### src/rtl/sfe_pkg.sv
// Shared types and opcode table for the serial flash front end.
// Assumes opcodes are eight bits and filler counts fit in DUMMY_W bits.
package sfe_pkg;

    localparam int DUMMY_W = 3;
    localparam int DUMMY_MAX = (1 << DUMMY_W) - 1;

    localparam logic [7:0] OP_RD_SLOW = 8'h03;
    localparam logic [7:0] OP_RD_FAST = 8'h0B;
    localparam logic [7:0] OP_RD_PAGE = 8'hD2;
    localparam logic [7:0] OP_RD_OLD  = 8'hE8;
    localparam logic [7:0] OP_WR_BUF  = 8'h84;
    localparam logic [7:0] OP_WR_PGM  = 8'h82;

    typedef enum logic [2:0] {
        ST_IDLE,
        ST_OPC,
        ST_ADDR,
        ST_DUMMY,
        ST_RDATA,
        ST_WDATA,
        ST_SKIP
    } sfe_state_e;

    typedef struct packed {
        logic               known;
        logic               is_write;
        logic [DUMMY_W-1:0] dummy;
    } op_info_t;

    // Map an opcode to its class and filler byte count.
    function automatic op_info_t op_lookup(input logic [7:0] op);
        op_info_t r;
        r = '0;
        case (op)
            OP_RD_SLOW: begin r.known = 1'b1; r.dummy = DUMMY_W'(0); end
            OP_RD_FAST: begin r.known = 1'b1; r.dummy = DUMMY_W'(1); end
            OP_RD_PAGE: begin r.known = 1'b1; r.dummy = DUMMY_W'(4); end
            OP_RD_OLD:  begin r.known = 1'b1; r.dummy = DUMMY_W'(4); end
            OP_WR_BUF:  begin r.known = 1'b1; r.is_write = 1'b1; end
            OP_WR_PGM:  begin r.known = 1'b1; r.is_write = 1'b1; end
            default:    r = '0;
        endcase
        return r;
    endfunction

endpackage

### src/rtl/sfe_pin_sync.sv
// Synchronizes the three serial pins into the system clock domain and
// derives chip-select and serial-clock edge strokes plus the clock mode.
// Assumes each serial clock half period lasts at least STAGES+4 clocks.
module sfe_pin_sync #(
    parameter int STAGES = 2
) (
    input  logic clk,
    input  logic rst_n,
    input  logic cs_n_i,
    input  logic sck_i,
    input  logic si_i,
    output logic cs_idle,
    output logic cs_fall,
    output logic cs_rise,
    output logic sck_rise,
    output logic sck_fall,
    output logic si_s,
    output logic mode3
);
    localparam int LAST = STAGES - 1;

    logic [STAGES-1:0][2:0] stg;
    logic cs_s, sck_s, cs_d, sck_d;

    // Synchronizer chain, bit order {cs, sck, si}; idle values at reset.
    always_ff @(posedge clk) begin
        if (!rst_n) begin
            for (int i = 0; i < STAGES; i++) stg[i] <= 3'b110;
        end else begin
            stg[0] <= {cs_n_i, sck_i, si_i};
            for (int i = 1; i < STAGES; i++) stg[i] <= stg[i-1];
        end
    end

    assign cs_s  = stg[LAST][2];
    assign sck_s = stg[LAST][1];
    assign si_s  = stg[LAST][0];

    // Previous synchronized levels for edge detection.
    always_ff @(posedge clk) begin
        if (!rst_n) begin
            cs_d  <= 1'b1;
            sck_d <= 1'b1;
        end else begin
            cs_d  <= cs_s;
            sck_d <= sck_s;
        end
    end

    assign cs_idle  = cs_s;
    assign cs_fall  = cs_d & ~cs_s;
    assign cs_rise  = ~cs_d & cs_s;
    assign sck_rise = ~cs_s & ~sck_d & sck_s;
    assign sck_fall = ~cs_s & sck_d & ~sck_s;

    // Latch the serial clock idle level at each chip-select fall.
    always_ff @(posedge clk) begin
        if (!rst_n)       mode3 <= 1'b1;
        else if (cs_fall) mode3 <= sck_s;
    end

endmodule

### src/rtl/sfe_rx.sv
// Input shifter: gathers bits on rising strokes into bytes, MSB first.
// Assumes clear is held while chip select is inactive.
module sfe_rx (
    input  logic       clk,
    input  logic       rst_n,
    input  logic       clear,
    input  logic       sck_rise,
    input  logic       si,
    output logic       byte_stb,
    output logic [7:0] byte_q,
    output logic [2:0] bit_cnt
);
    logic [6:0] sh;

    // Bit counter, shift register and byte-complete strobe.
    always_ff @(posedge clk) begin
        if (!rst_n) begin
            sh       <= '0;
            bit_cnt  <= '0;
            byte_stb <= 1'b0;
            byte_q   <= '0;
        end else begin
            byte_stb <= 1'b0;
            if (clear) begin
                bit_cnt <= '0;
            end else if (sck_rise) begin
                sh      <= {sh[5:0], si};
                bit_cnt <= bit_cnt + 3'd1;
                if (bit_cnt == 3'd7) begin
                    byte_stb <= 1'b1;
                    byte_q   <= {sh, si};
                end
            end
        end
    end

endmodule

### src/rtl/sfe_tx.sv
// Output shifter: launches one bit per falling stroke while active and
// flags when the eighth bit of a byte has left. Assumes a reload arrives
// before the next falling stroke.
module sfe_tx (
    input  logic       clk,
    input  logic       rst_n,
    input  logic       clear,
    input  logic       active,
    input  logic       sck_fall,
    input  logic       load,
    input  logic [7:0] load_byte,
    output logic       so_bit,
    output logic       so_oe,
    output logic       need_next
);
    logic [7:0] sh;
    logic [2:0] cnt;

    // Shift register, bit counter and output enable.
    always_ff @(posedge clk) begin
        if (!rst_n) begin
            sh     <= '0;
            cnt    <= '0;
            so_bit <= 1'b0;
            so_oe  <= 1'b0;
        end else if (clear) begin
            cnt   <= '0;
            so_oe <= 1'b0;
        end else if (load) begin
            sh <= load_byte;
        end else if (active && sck_fall) begin
            so_bit <= sh[7];
            sh     <= {sh[6:0], 1'b0};
            cnt    <= cnt + 3'd1;
            so_oe  <= 1'b1;
        end
    end

    assign need_next = active & sck_fall & (cnt == 3'd7);

endmodule

### src/rtl/sfe_ctrl.sv
// Command sequencer: decodes the opcode, gathers address and filler
// bytes, and issues command, write, read-request and closing strobes.
// Assumes byte strokes never coincide with a chip-select rise.
module sfe_ctrl #(
    parameter int ADDR_BYTES = 3
) (
    input  logic                    clk,
    input  logic                    rst_n,
    input  logic                    cs_fall,
    input  logic                    cs_rise,
    input  logic                    byte_stb,
    input  logic [7:0]              byte_q,
    input  logic [2:0]              bit_cnt,
    input  logic                    tx_need_next,
    output logic                    tx_active,
    output logic                    tx_load,
    output logic                    cmd_valid,
    output logic [7:0]              cmd_opcode,
    output logic [ADDR_BYTES*8-1:0] cmd_addr,
    output logic                    cmd_write,
    output logic                    wr_valid,
    output logic [7:0]              wr_data,
    output logic                    rd_req,
    output logic                    end_valid,
    output logic                    end_abort
);
    import sfe_pkg::*;

    localparam int ADDR_W = ADDR_BYTES * 8;
    localparam int HDR_MAX = (ADDR_BYTES > DUMMY_MAX) ? ADDR_BYTES : DUMMY_MAX;
    localparam int HDR_W = $clog2(HDR_MAX + 1);

    sfe_state_e       state;
    op_info_t         dec;
    op_info_t         dec_new;
    logic [HDR_W-1:0] hdr_cnt;
    logic [HDR_W-1:0] last_dummy;
    logic [ADDR_W-1:0] addr_next;

    assign dec_new    = op_lookup(byte_q);
    assign last_dummy = HDR_W'(dec.dummy) - HDR_W'(1);
    assign addr_next  = {cmd_addr[ADDR_W-9:0], byte_q};
    assign tx_active  = (state == ST_RDATA);
    assign cmd_write  = dec.is_write;

    // Main sequencer with its strobes and captured fields.
    always_ff @(posedge clk) begin
        if (!rst_n) begin
            state      <= ST_IDLE;
            dec        <= '0;
            hdr_cnt    <= '0;
            cmd_valid  <= 1'b0;
            cmd_opcode <= '0;
            cmd_addr   <= '0;
            wr_valid   <= 1'b0;
            wr_data    <= '0;
            rd_req     <= 1'b0;
            tx_load    <= 1'b0;
            end_valid  <= 1'b0;
            end_abort  <= 1'b0;
        end else begin
            cmd_valid <= 1'b0;
            wr_valid  <= 1'b0;
            rd_req    <= 1'b0;
            end_valid <= 1'b0;
            tx_load   <= rd_req;
            if (cs_rise) begin
                if (state == ST_WDATA || state == ST_RDATA) begin
                    end_valid <= 1'b1;
                    end_abort <= dec.is_write && (bit_cnt != 3'd0);
                end
                state <= ST_IDLE;
            end else if (cs_fall) begin
                state   <= ST_OPC;
                hdr_cnt <= '0;
            end else begin
                case (state)
                    ST_OPC: if (byte_stb) begin
                        dec        <= dec_new;
                        cmd_opcode <= byte_q;
                        hdr_cnt    <= '0;
                        state      <= dec_new.known ? ST_ADDR : ST_SKIP;
                    end
                    ST_ADDR: if (byte_stb) begin
                        cmd_addr <= addr_next;
                        if (hdr_cnt == HDR_W'(ADDR_BYTES - 1)) begin
                            hdr_cnt <= '0;
                            if (dec.is_write) begin
                                cmd_valid <= 1'b1;
                                state     <= ST_WDATA;
                            end else if (dec.dummy == '0) begin
                                cmd_valid <= 1'b1;
                                rd_req    <= 1'b1;
                                state     <= ST_RDATA;
                            end else begin
                                state <= ST_DUMMY;
                            end
                        end else begin
                            hdr_cnt <= hdr_cnt + HDR_W'(1);
                        end
                    end
                    ST_DUMMY: if (byte_stb) begin
                        if (hdr_cnt == last_dummy) begin
                            cmd_valid <= 1'b1;
                            rd_req    <= 1'b1;
                            state     <= ST_RDATA;
                        end else begin
                            hdr_cnt <= hdr_cnt + HDR_W'(1);
                        end
                    end
                    ST_RDATA: if (tx_need_next) rd_req <= 1'b1;
                    ST_WDATA: if (byte_stb) begin
                        wr_valid <= 1'b1;
                        wr_data  <= byte_q;
                    end
                    default: ;
                endcase
            end
        end
    end

endmodule

### src/rtl/sfe_front.sv
// Top of the serial flash command front end: pin synchronizer, input
// shifter, command sequencer and output shifter. Assumes clk runs at
// least 2*(SYNC_STAGES+4) times the serial clock rate.
module sfe_front #(
    parameter int SYNC_STAGES = 2,
    parameter int ADDR_BYTES  = 3
) (
    input  logic                    clk,
    input  logic                    rst_n,
    input  logic                    cs_n_i,
    input  logic                    sck_i,
    input  logic                    si_i,
    output logic                    so_o,
    output logic                    so_oe_o,
    output logic                    mode3_o,
    output logic                    cmd_valid_o,
    output logic [7:0]              cmd_opcode_o,
    output logic [ADDR_BYTES*8-1:0] cmd_addr_o,
    output logic                    cmd_write_o,
    output logic                    wr_valid_o,
    output logic [7:0]              wr_data_o,
    output logic                    rd_req_o,
    input  logic [7:0]              rd_data_i,
    output logic                    end_valid_o,
    output logic                    end_abort_o
);
    logic cs_idle, cs_fall, cs_rise, sck_rise, sck_fall, si_s;
    logic byte_stb;
    logic [7:0] byte_q;
    logic [2:0] bit_cnt;
    logic tx_active, tx_load, tx_need_next;
    logic shift_clear;

    assign shift_clear = cs_idle | cs_fall;

    sfe_pin_sync #(.STAGES(SYNC_STAGES)) u_sync (
        .clk      (clk),
        .rst_n    (rst_n),
        .cs_n_i   (cs_n_i),
        .sck_i    (sck_i),
        .si_i     (si_i),
        .cs_idle  (cs_idle),
        .cs_fall  (cs_fall),
        .cs_rise  (cs_rise),
        .sck_rise (sck_rise),
        .sck_fall (sck_fall),
        .si_s     (si_s),
        .mode3    (mode3_o)
    );

    sfe_rx u_rx (
        .clk      (clk),
        .rst_n    (rst_n),
        .clear    (shift_clear),
        .sck_rise (sck_rise),
        .si       (si_s),
        .byte_stb (byte_stb),
        .byte_q   (byte_q),
        .bit_cnt  (bit_cnt)
    );

    sfe_ctrl #(.ADDR_BYTES(ADDR_BYTES)) u_ctrl (
        .clk          (clk),
        .rst_n        (rst_n),
        .cs_fall      (cs_fall),
        .cs_rise      (cs_rise),
        .byte_stb     (byte_stb),
        .byte_q       (byte_q),
        .bit_cnt      (bit_cnt),
        .tx_need_next (tx_need_next),
        .tx_active    (tx_active),
        .tx_load      (tx_load),
        .cmd_valid    (cmd_valid_o),
        .cmd_opcode   (cmd_opcode_o),
        .cmd_addr     (cmd_addr_o),
        .cmd_write    (cmd_write_o),
        .wr_valid     (wr_valid_o),
        .wr_data      (wr_data_o),
        .rd_req       (rd_req_o),
        .end_valid    (end_valid_o),
        .end_abort    (end_abort_o)
    );

    sfe_tx u_tx (
        .clk       (clk),
        .rst_n     (rst_n),
        .clear     (shift_clear),
        .active    (tx_active),
        .sck_fall  (sck_fall),
        .load      (tx_load),
        .load_byte (rd_data_i),
        .so_bit    (so_o),
        .so_oe     (so_oe_o),
        .need_next (tx_need_next)
    );

endmodule

### config.mk
export PLATFORM = sky130hd
export DESIGN_NAME = sfe_front
export DESIGN_NICKNAME = d
export VERILOG_FILES = /design/src/rtl/sfe_pkg.sv /design/src/rtl/sfe_pin_sync.sv /design/src/rtl/sfe_rx.sv /design/src/rtl/sfe_tx.sv /design/src/rtl/sfe_ctrl.sv /design/src/rtl/sfe_front.sv
export SDC_FILE = /design/constraint.sdc
export NUM_CORES = 1
export LEC_CHECK = 0
export CAP_MARGIN = 15
export CORE_AREA = 3 3 88 90
export DETAILED_ROUTE_END_ITERATION = 10
export DIE_AREA = 0 0 91 93
export PLACE_DENSITY = 0.81
export SLEW_MARGIN = 0
export SYNTH_ARGS = -nofsm -noshare
export SYNTH_HDL_FRONTEND = slang
export SYNTH_SLANG_ARGS = --single-unit
### constraint.sdc
create_clock -name clk -period 4 [get_ports clk]
set_input_delay 0.4 -clock clk [delete_from_list [all_inputs] [get_ports clk]]
set_output_delay 0.4 -clock clk [all_outputs]
set_load 0.05 [all_outputs]
## After elaboration in Yosys (flattened, before gate mapping)

Index checks and enable logic that the tools add are counted.

- $add $sub $neg: 4
- Equal/unequal tests: 26
- Mux-type cells: 37
- Bitwise logic cells: 20
- Reduce and logical (&&, ||, !) cells: 29

Operators with widths:

| operator | number |
|---|---|
| 3-bit 2-to-1 mux | 14 |
| 8-bit equality test, second input constant | 4 |
| 3-bit one-hot mux with 3 select lines | 2 |
| 6-bit AND reduction | 3 |
| 1-bit 2-to-1 mux | 16 |
| 8-bit 2-to-1 mux | 2 |
| 3-bit equality test, second input constant | 4 |
| 3-bit inequality test, second input constant | 4 |
| 4-bit AND reduction | 3 |
| 1-bit NOT | 11 |
| 2-bit AND reduction | 5 |
| 3-bit by 1-bit adder with 3-bit output, second input constant | 3 |
| 3-bit by 2-bit equality test with 1-bit output, second input constant | 3 |
| 1-bit AND | 8 |
| 8-bit by 2-bit equality test with 1-bit output, second input constant | 1 |
| 8-bit by 4-bit equality test with 1-bit output, second input constant | 1 |
| 2-bit OR reduction | 4 |
| 2-bit inequality test, second input constant | 3 |
| 3-bit by 2-bit inequality test with 1-bit output, second input constant | 2 |
| 3-bit one-hot mux with 2 select lines | 1 |
| 3-bit AND reduction | 2 |
| 3-bit nonzero test | 2 |
| 3-bit OR reduction | 2 |
| 6-bit OR reduction | 1 |
| 13 further kinds | 15 |

- Register bits after elaboration: 97
- Input bits: 13
- Output and inout bits: 49
- Word-level logic and storage cells: 143

## Depth between registers and ports, before layout

- Depth in word-level cells: 7
- Gate-level depth with buffers: 7
- Mapped depth without buffers: 6

## Modules after synthesis

Synthesis repeated with hierarchy kept, for this count alone.

- Cell total of the unflattened synthesis: 441
- Area, all modules: 4075.2 um^2

By module, submodules not included:

| module | instances | cells an instance | area an instance (um^2) |
|---|---|---|---|
| sfe_ctrl | 1 | 271 | 2367.3 |
| sfe_rx | 1 | 82 | 739.5 |
| sfe_tx | 1 | 64 | 673.1 |
| sfe_pin_sync | 1 | 23 | 289.0 |
| sfe_front | 1 | 1 | 6.3 |

## Least setup slack after synthesis

Ideal clock, no wire load.

- Kind: flip-flop to flip-flop
- Start: reg u_sync.stg, in the netlist u_sync.cs_idle
- End: reg u_ctrl.dec, in the netlist u_ctrl.cmd_write
- Arrival time: 1.748 ns
- Required time: 3.935 ns
- Setup slack: 2.187 ns
- Cell stages (with the launch flop): 7
- Buffers on the path: 1
- Clock period less this slack: 1.813 ns
- Path through: dfxtp_1 inv_1 ha_1 nor4_1 buf_2 mux2_2 nor2_1

- Cells in the longest elaborated chain, start to end: 4

RTL lines:

| item | line | text |
|---|---|---|
| start: declaration | sfe_pin_sync.sv:22 | `logic [STAGES-1:0][2:0] stg;` |
| 1-bit NOT | sfe_pin_sync.sv:51 | `assign cs_fall = cs_d & ~cs_s;` |
| 1-bit AND | sfe_pin_sync.sv:51 |  |
| 1-bit NOT (no line) | -- |  |
| 4-bit AND reduction (no line) (*) | -- |  |
| end signal: assignment | sfe_ctrl.sv:79 | `dec <= dec_new;` |
| end: declaration | sfe_ctrl.sv:34 | `op_info_t dec;` |

Mark *: on every way between the ends. The rest lies on a longest branch, timed or not.
A chain may end at the register's enable or synchronous reset.

## Worst setup path after layout

- Start: reg u_sync.stg, in the netlist u_sync.cs_idle
- End: reg u_ctrl.wr_data[6]

- Cells in the longest elaborated chain, start to end: 4

RTL lines:

| item | line | text |
|---|---|---|
| 1-bit NOT | sfe_pin_sync.sv:51 |  |
| 1-bit AND | sfe_pin_sync.sv:51 |  |
| 1-bit NOT (no line) | -- |  |
| 4-bit AND reduction (no line) (*) | -- |  |
| end signal: assignment | sfe_ctrl.sv:114 | `wr_data <= byte_q;` |
| end: declaration | sfe_ctrl.sv:22 | `output logic [7:0] wr_data,` |

Marks and branches as above.

==> flow_summary.json <==
{
  "status": "finished, final reports clean",
  "cp.required_ns": 4.23,
  "core_area_sq_mm": 0.00714,
  "fin_tns_setup_ns": 0,
  "grt_pass1_wl_um": 14300,
  "drt_iter0_drc": 210,
  "fin_skew_ns": 0.0104,
  "seq_area_frac_synth": 0.487,
  "drt-vias-per-instance": 5.47,
  "vias": 3329,
  "finalHoldViolations": 0,
  "clock-sinks": 96,
  "synth-main-ff-cell": "dfxtp_1",
  "synthXorXnorAreaFrac": 0.0111,
  "clk_latency_ns": 0.37,
  "rrSetupSlack_ns": 1.80,
  "dp.cells": 593,
  "grt_usage": 0.207,
  "synth-simple-area-share": 0.231,
  "cts_buffers": 9,
  "cts-resized-gates": 0,
  "peakVddDrop_mv": 0.207,
  "synthToLayoutAreaGrowth_pct": 22.0,
  "maxCapViolCount": 0,
  "nets": 530,
  "period_minus_slack_ns": 2.20,
  "finalMaxSlewViolations": 0,
  "holdWs_ns": 0.427,
  "grt_max_degree": 57,
  "worst_slew_pin_slew_ns": 0.947,
  "dp_hpwl_um": 5810,
  "start_util": 0.553,
  "netlist_instances": 455,
  "clock.fmax_mhz": 454,
  "overflow": 0,
  "path_clk_slew_ns": 0.10,
  "num_rows": 31,
  "cts_tree": "built",
  "synth_area_sq_mm": 0.00395,
  "synthMuxAreaShare": 0.0539,
  "io_pins": 62,
  "async_reset_ff_frac": 0,
  "fillCellCount": 598,
  "arrival_ns": 2.43,
  "rsz0062_at_grt": "false",
  "period_share": 0.551,
  "synth_seq_cells": 96,
  "antenna_left": 0,
  "crit_fanout": 8,
  "die_x_um": 91,
  "post_cts_buffers": 0,
  "cts.htree.levels": 3,
  "synth_fa_ha_area_frac": 0.0380,
  "ctsHoldBuffers": 0,
  "power.leakage_nw": 1.57,
  "syn_nets": 480,
  "drt_drc_violations_left": 0,
  "placement.io_buffers": 61,
  "hp-class": "reg2reg",
  "die_area_sq_mm": 0.00846,
  "root_buffer": "clkbuf_8",
  "yosysUniqueCellTypes": 49,
  "yosysWarnings": 0,
  "synth_compound_gate_area_share": 0.143,
  "first_global_vias": 3027,
  "fin_cells": 609,
  "end_kind": "register",
  "die_h_um": 93,
  "drive_gt1_frac": 0.0647,
  "max_slew_margin": 0.368,
  "setup_viol": 0,
  "synth-edff-count": 0,
  "num_antenna_cells": 0,
  "firstDrtPassIters": 5,
  "p_per_area_mw_per_mm2": 336,
  "cts.path.max_buffers": 2,
  "place.gp.congestion": 0.821,
  "cp-start-kind": "register",
  "crit_type": "reg2reg",
  "antenna_found_initial": 0,
  "avgSynthCellArea_sq_um": 8.67,
  "wl_per_cell_um": 13.9,
  "routed_wl_um": 8470,
  "synth_top_family_by_area": "simple AND/OR/NAND/NOR gates"
}
-- layout make-up --
cell class,instances,area (sq um),share of cell area
repair buffers,65,641,0.133
flip-flops and latches,96,1920,0.399
multi-input cells,322,1890,0.392
inverters,11,41.3,0.00858
clock inverters,7,73.8,0.0153
clock buffers,9,124,0.0257
well taps,99,124,0.0257
-- power breakdown --
group / switching [mW] / total, mW / internal (mW)
logic: 0.0218 / 0.0385 / 0.0167
clock network: 0.371 / 0.616 / 0.245
registers: 0.00401 / 0.963 / 0.959
total: 0.397 / 1.62 / 1.22
-- layout by cell type (no fill, tap or decap), drive strengths merged, types with 3 or more instances in the layout --
master	synthesis	layout
mux2i	19	19
clkdlybuf4s50	0	61
clkbuf	22	9
buf	4	4
and2	4	4
a21oi	64	64
a211oi	10	10
a31oi	3	3
dfxtp	96	96
nand2b	9	9
xnor2	3	3
o21a	3	3
inv	11	14
nor3	4	4
ha	12	12
or3b	5	5
nor4bb	5	5
o211ai	7	7
nor4	3	3
clkinv	0	4
nand3	11	11
nor2	26	26
o21ai	6	6
nor3b	6	6
nand2	97	97
-- routing by layer --
layer / part of all wire / track usage / up-vias / wire length, um
li1: - / - / 1665 / -
met1: 0.46 / 0.273 / 1544 / 3900
met2: 0.46 / 0.333 / 105 / 3890
met3: 0.060 / 0.0354 / 15 / 507
met4: 0.020 / 0.0967 / 0 / 169
met5: 0 / 0 / - / 0
-- Yosys cell counts, types with 4 or more instances --
master / n / area (sq um)
o211ai_1: 7 / 52.6
nor2_1: 26 / 97.6
a21oi_1: 64 / 320
nand2_1: 97 / 364
mux2i_1: 19 / 190
o21ai_0: 4 / 20.0
a211oi_1: 10 / 75.1
nand3_1: 11 / 55.1
nor4bb_1: 5 / 50.1
clkbuf_1: 22 / 82.6
dfxtp_1: 96 / 1920
ha_1: 12 / 150
and2_1: 4 / 25.0
inv_1: 10 / 37.5
nand2b_1: 8 / 50.1
nor3b_1: 5 / 37.5
-- critical path: stages (launching register included) --
cell and delay, ns:
dfxtp_1 0.44, inv_1 0.11, ha_1 0.41, nor3_2 0.74, mux2i_1 0.31, nor2_1 0.06
-- cell families after synthesis --
kind of cell    Yosys count
compound gates           99
xor+xnor                  5
fa+ha+maj                12
buf+inv                  37
flops                    96
mux                      21
simple gates            185
-- stage by stage --
stage / setup WS [ns] / util / power, mW / cell area [sq um]
global placement: 1.66 / 0.647 / 1.02 / 4620
CTS: 1.80 / 0.674 / 1.63 / 4810
floorplan: 2.19 / - / 1.01 / 3950
finish: 1.80 / 0.674 / 1.62 / 4810
global route: 1.55 / 0.674 / 1.67 / 4810
detailed placement: 1.58 / 0.647 / 1.02 / 4620
-- flip-flops by register name, indices dropped and copies added, names as in the netlist, 2 cells and up --
register           flops
u_ctrl.state           3
u_rx.bit_cnt           3
u_rx.byte_q            8
u_rx.sh                7
u_ctrl.cmd_opcode      8
u_sync.stg             3
u_ctrl.cmd_addr       24
u_tx.cnt               3
u_ctrl.hdr_cnt         3
u_tx.sh                8
u_ctrl.dec             2
u_ctrl.wr_data         8
-- final timing paths --
check / startpoint / to / depth (start not counted)
hold / removal: u_sync.stg[1] / u_sync.sck_s / 1
setup / recovery: u_sync.cs_idle / u_ctrl.wr_data[6] / 5
setup reg to reg: u_sync.cs_idle / u_ctrl.wr_data[6] / 5
hold reg to reg: u_sync.stg[1] / u_sync.sck_s / 1
Power figures use the tool's default switching activity.
